File: config.mk
export PLATFORM = sky130hd
export DESIGN_NAME = qr_cycle_timer
export DESIGN_NICKNAME = d
export VERILOG_FILES = /design/src/rtl/qr_timer_pkg.sv /design/src/rtl/qr_period_timer.sv /design/src/rtl/qr_on_timer.sv /design/src/rtl/qr_cycle_timer.sv
export SDC_FILE = /design/constraint.sdc
export NUM_CORES = 1
export LEC_CHECK = 0
export ABC_AREA = 1
export BUFFER_PORTS_ARGS = -buffer_cell sky130_fd_sc_hd__clkbuf_2
export CAP_MARGIN = 25
export CELL_PAD_IN_SITES_DETAIL_PLACEMENT = 1
export CELL_PAD_IN_SITES_GLOBAL_PLACEMENT = 1
export CORE_UTILIZATION = 42
export DETAILED_ROUTE_END_ITERATION = 10
export GPL_ROUTABILITY_DRIVEN = 1
export PLACE_DENSITY = 0.81
export SYNTH_ARGS = -nofsm -noshare
export SYNTH_HDL_FRONTEND = slang
export SYNTH_SLANG_ARGS = --single-unit
File: constraint.sdc
create_clock -name clk -period 2.1 [get_ports clk]
set_input_delay 0.42 -clock clk [delete_from_list [all_inputs] [get_ports clk]]
set_output_delay 0.42 -clock clk [all_outputs]
set_load 0.1 [all_outputs]
File: src/rtl/qr_timer_pkg.sv
package qr_timer_pkg;

    // Reason a gate pulse terminates, in priority order of evaluation.
    typedef enum logic [1:0] {
        END_NONE = 2'd0,
        END_ILIM = 2'd1,
        END_MAX  = 2'd2,
        END_TON  = 2'd3
    } pulse_end_e;

    // Candidate causes for starting a new switching period.
    typedef struct packed {
        logic on_valley;
        logic on_fallback;
        logic on_starter;
    } start_req_t;

    // Bits needed to hold values 0..limit.
    function automatic int cnt_bits(input int limit);
        return (limit < 1) ? 1 : $clog2(limit + 1);
    endfunction

    function automatic int max_of(input int a, input int b);
        return (a > b) ? a : b;
    endfunction

endpackage

File: src/rtl/qr_period_timer.sv
// Period counter, mask-valley record and start-request decoding.
module qr_period_timer
    import qr_timer_pkg::*;
#(
    parameter int MIN_PERIOD    = 85,
    parameter int FALLBACK_WAIT = 50,
    parameter int STARTER_WAIT  = 1300
) (
    input  logic       clk,
    input  logic       rst,
    input  logic       en_i,
    input  logic       gate_q_i,
    input  logic       start_i,
    input  logic       valley_i,
    output start_req_t req_o
);

    localparam int PCW = cnt_bits(max_of(STARTER_WAIT, MIN_PERIOD + FALLBACK_WAIT));
    localparam logic [PCW-1:0] MASK_LAST = PCW'(MIN_PERIOD - 1);
    localparam logic [PCW-1:0] FALLB_AT  = PCW'(MIN_PERIOD + FALLBACK_WAIT - 1);
    localparam logic [PCW-1:0] START_AT  = PCW'(STARTER_WAIT - 1);
    localparam logic [PCW-1:0] CNT_SAT   = {PCW{1'b1}};

    logic [PCW-1:0] per_cnt;
    logic           seen_q;
    logic           primed_q;
    logic           idle;

    always_ff @(posedge clk) begin
        if (rst || !en_i) begin
            per_cnt  <= '0;
            seen_q   <= 1'b0;
            primed_q <= 1'b0;
        end else if (start_i) begin
            per_cnt  <= '0;
            seen_q   <= 1'b0;
            primed_q <= 1'b1;
        end else begin
            if (per_cnt != CNT_SAT) begin
                per_cnt <= per_cnt + PCW'(1);
            end
            if (valley_i && (per_cnt < MASK_LAST)) begin
                seen_q <= 1'b1;
            end
        end
    end

    assign idle = !gate_q_i;

    always_comb begin
        req_o.on_valley   = idle && primed_q && valley_i && (per_cnt >= MASK_LAST);
        req_o.on_fallback = idle && primed_q && seen_q && (per_cnt >= FALLB_AT);
        req_o.on_starter  = idle && (per_cnt >= START_AT);
    end

endmodule

File: src/rtl/qr_on_timer.sv
// On-time counter, leading-edge blanking and pulse termination decode.
module qr_on_timer
    import qr_timer_pkg::*;
#(
    parameter int TON_MIN = 13,
    parameter int TON_MAX = 470,
    parameter int LEB_CYC = 4
) (
    input  logic       clk,
    input  logic       rst,
    input  logic       en_i,
    input  logic       gate_q_i,
    input  logic       ton_done_i,
    input  logic       ilim_i,
    output logic       kill_o,
    output pulse_end_e end_o
);

    localparam int OCW = cnt_bits(TON_MAX);
    localparam logic [OCW-1:0] MIN_AT  = OCW'((TON_MIN > 0) ? TON_MIN - 1 : 0);
    localparam logic [OCW-1:0] MAX_AT  = OCW'((TON_MAX > 0) ? TON_MAX - 1 : 0);
    localparam logic [OCW-1:0] CNT_SAT = {OCW{1'b1}};

    logic [OCW-1:0] on_cnt;
    logic           blank_over;

    always_ff @(posedge clk) begin
        if (rst || !en_i || !gate_q_i) begin
            on_cnt <= '0;
        end else if (on_cnt != CNT_SAT) begin
            on_cnt <= on_cnt + OCW'(1);
        end
    end

    generate
        if (LEB_CYC == 0) begin : g_no_blank
            assign blank_over = 1'b1;
        end else begin : g_blank
            localparam logic [OCW-1:0] LEB_C = OCW'(LEB_CYC);
            assign blank_over = (on_cnt >= LEB_C);
        end
    endgenerate

    assign kill_o = gate_q_i && ilim_i && blank_over;

    always_comb begin
        if (!gate_q_i) begin
            end_o = END_NONE;
        end else if (kill_o) begin
            end_o = END_ILIM;
        end else if (on_cnt >= MAX_AT) begin
            end_o = END_MAX;
        end else if (ton_done_i && (on_cnt >= MIN_AT)) begin
            end_o = END_TON;
        end else begin
            end_o = END_NONE;
        end
    end

endmodule

File: src/rtl/qr_cycle_timer.sv
// Quasi-resonant switching cycle timer: gate register and start/stop control.
module qr_cycle_timer
    import qr_timer_pkg::*;
#(
    parameter int MIN_PERIOD    = 85,
    parameter int FALLBACK_WAIT = 50,
    parameter int STARTER_WAIT  = 1300,
    parameter int TON_MAX       = 470,
    parameter int LEB_CYC       = 4,
    parameter int TON_MIN       = 13
) (
    input  logic clk,
    input  logic rst,
    input  logic en_i,
    input  logic valley_i,
    input  logic ton_done_i,
    input  logic ilim_i,
    output logic gate_o
);

    logic       gate_q;
    logic       start;
    logic       ilim_kill;
    start_req_t req;
    pulse_end_e end_cause;

    qr_period_timer #(
        .MIN_PERIOD   (MIN_PERIOD),
        .FALLBACK_WAIT(FALLBACK_WAIT),
        .STARTER_WAIT (STARTER_WAIT)
    ) period_i (
        .clk     (clk),
        .rst     (rst),
        .en_i    (en_i),
        .gate_q_i(gate_q),
        .start_i (start),
        .valley_i(valley_i),
        .req_o   (req)
    );

    qr_on_timer #(
        .TON_MIN(TON_MIN),
        .TON_MAX(TON_MAX),
        .LEB_CYC(LEB_CYC)
    ) ontime_i (
        .clk       (clk),
        .rst       (rst),
        .en_i      (en_i),
        .gate_q_i  (gate_q),
        .ton_done_i(ton_done_i),
        .ilim_i    (ilim_i),
        .kill_o    (ilim_kill),
        .end_o     (end_cause)
    );

    assign start = en_i && !gate_q && (req.on_valley || req.on_fallback || req.on_starter);

    always_ff @(posedge clk) begin
        if (rst || !en_i) begin
            gate_q <= 1'b0;
        end else if (start) begin
            gate_q <= 1'b1;
        end else if (gate_q && (end_cause != END_NONE)) begin
            gate_q <= 1'b0;
        end
    end

    assign gate_o = en_i && gate_q && !ilim_kill;

endmodule

==> impl_metrics.yaml <==
global_route:
  grt_pass1_vias: 1257
  grtUsageTotal: 0.2017
  grt_max_degree: 14
  grt_antenna_before_repair: 0
  grt_pass1_wl_mm: 5.154
  globalRoute.totalOverflow: 0
critical_path:
  r2r_cells: 13
  critPathLaunch: "ontime_i.on_cnt[6]"
  cp_cell_sequence: "inv_1 > nand2_1 > nor3_2 > nand2_1 > nand2_1 > nand2_1 > nor2_2 > buf_12"
  crit_type: "reg2out"
  critPathMaxStageDelay_ns: 0.34
  cp-start-kind: "register"
  crit_slowest_cell: "dfxtp_1"
  crit_cells: 8
  cp_max_fo: 4
  r2r_setup_slack_ns: 0.23
  crit_family: "simple AND/OR/NAND/NOR gates"
  arrival_ns: 1.53
  worstPathRequired_ns: 1.68
  cpMostUsedCell: "nand2_1"
  r2r-start: "ontime_i.on_cnt[0]"
  path_buf_inv: 2
  end_kind: "output pin"
  r2r-end: "ontime_i.on_cnt[7]"
sta:
  maxSlewHeadroom: 0.6819
  whs_ns: 0.4056
  fmax_mhz: 511.7
  setup_ws_ns: 0.1458
  finalCritPeriodShare: 0.9306
  fin_crit_ns: 1.954
  slew_viol_final: 0
  worst_slew_pin_slew_ns: 0.4761
  hold_violations: 0
  setup_viol_count_final: 0
  skew_ns: 0.005588
final_layout:
  area_growth_pct: 11.61
  antenna_cells: 0
  fin_nets: 224
  drive_above_1_share: 0.1280
floorplan:
  die-area_mm2: 0.003383
  die_w_um: 58.17
  core-area_mm2: 0.003028
  ioPinCount: 7
  die-height_um: 58.17
  rows: 20
  initial_core_util: 0.4376
synthesis:
  ys_top_cells_by_area: "dfxtp_1, nand2_1, nor2_1"
  syn_area_per_cell_um2: 6.560
  yosys_warnings: 0
  synth_cell_types: 23
  yosysTopAreaCellShare: 0.3475
  ys_seq_area_frac: 0.3475
  synth_top_area_cell: "dfxtp_1"
  postSynthRegisterBits: 23
  synth_nets: 214
  syn-cell-area_mm2: 0.001325
  synthCells: 202
place:
  pre_cts_ws_ns: 0.04296
  numPortBuffers: 6
  globalplace.congestion: 0.7597
  hpwl_mm: 2.412
power:
  leakagePower_nw: 0.6496
  peakVddDrop_mv: 0.2262
  p_per_area_mw_per_mm2: 455.5
detailed_routing:
  wire_per_inst_um: 12.07
  route.detailed.drc: 0
  wl_mm: 3.078
  antenna_left: 0
  vias_per_cell: 4.867
  first_pass_iters: 4
  drt_iter0_drc: 23
  dr_total_vias: 1241
min_path:
  hold_class: "in2reg"
  whs_endpoint: "period_i.primed_q"
  worstHoldPathCells: 4
  hp-start: "rst"
flow_run:
  maxCapViolCount: 0
clock_network:
  clock_latency_ns: 0.32
  cts_setup_buffers: 0
  cts_buffers: 3
  cts_root_buffer: "clkbuf_4"
  htreeDepth: 1
  cts_buffer_depth: 2
  cts.sinks: 23
  cts_tree: "yes"
  clk_pin_slew_ns: 0.13
run_status:
  status: "complete, no violations"
-- cell type report --
cell class / instances / area [um^2]
Multi-Input combinational cell: 142 / 752.0
Clock inverter: 1 / 5.005
Tap cell: 44 / 55.05
Timing Repair Buffer: 6 / 45.04
Inverter: 36 / 135.1
Clock buffer: 3 / 22.52
Fill cell: 428 / 1549
Sequential cell: 23 / 464.2
-- routing by layer --
layer / routed length (um) / vias to the layer above / GRT usage / part of all wire
met4: 70 / 0 / 0.08503 / 0.023
met2: 1706 / 9 / 0.3974 / 0.55
met1: 1250 / 584 / 0.2143 / 0.41
met5: 0 / - / 0 / 0
met3: 50 / 8 / 0.02009 / 0.016
li1: - / 640 / - / -
-- worst max-delay path by stage --
stage	endpoint
4_1_cts	ontime_i.on_cnt[7]
5_1_grt	ontime_i.on_cnt[7]
2_1_floorplan	gate_o
6_report	gate_o
3_5_place_dp	ontime_i.on_cnt[7]
3_3_place_gp	ontime_i.on_cnt[7]
-- cells in the final DEF, fill, tap and decap left out, drive strengths merged, types with 2 or more instances in the layout --
cell type	n
nand2	47
nor2	40
inv	36
dfxtp	23
a21oi	10
nand3	9
o21ai	8
clkbuf	8
xor2	7
nor3	7
ha	6
nand4	2
-- tightest hold or removal path: stages --
cell      delay (ns)
clkbuf_2        0.08
nor2_1          0.05
inv_1           0.09
a21oi_1         0.05
-- cells by family after synthesis --
| family | Yosys count | synth area share |
|---|---|---|
| simple gates | 108 | 0.3551 |
| compound gates | 20 | 0.08027 |
| xor+xnor | 8 | 0.05288 |
| flops | 23 | 0.3475 |
| fa+ha+maj | 6 | 0.05666 |
| buf+inv | 37 | 0.1077 |
-- state kept, by name, summed over array words and instances, names as in the netlist --
name,cells
gate_q,1
ontime_i.on_cnt,9
period_i.per_cnt,11
period_i.primed_q,1
period_i.seen_q,1
-- timing repair --
action,in CTS,in global routing
resized for setup,0,8
setup endpoints to repair,0,5
hold buffers,0,0
-- stage by stage --
stage	total power [mW]	area, um^2	utilization	setup TNS (ns)	instances
final	0.6737	1479	0.4884	0	255
after global routing	0.7037	1479	0.4884	-0.01522	255
after CTS	0.6888	1448	0.4781	0	255
after detailed placement	0.4744	1420	0.4690	0	251
after global placement	0.4720	1420	0.4690	0	251
after floorplan	0.4658	1328	-	0	202
-- synthesized netlist by cell type --
cell type / n
nand2_1: 47
nor2_1: 38
inv_1: 34
dfxtp_1: 23
a21oi_1: 10
nand3_1: 8
o21ai_0: 8
xor2_1: 7
ha_1: 6
nor3_1: 4
inv_2: 2
nand4_1: 2
nor2_2: 2
nor3_2: 2
a21boi_0: 1
a31o_2: 1
and3_1: 1
buf_4: 1
nand3_2: 1
nand3b_1: 1
nor3_4: 1
nor4_1: 1
xnor2_1: 1
-- power by group --
group	internal [mW]	switching, mW
logic	0.00893	0.0130
clock network	0.0713	0.138
registers	0.439	0.00340
total	0.519	0.154
Power figures use the tool's default switching activity.
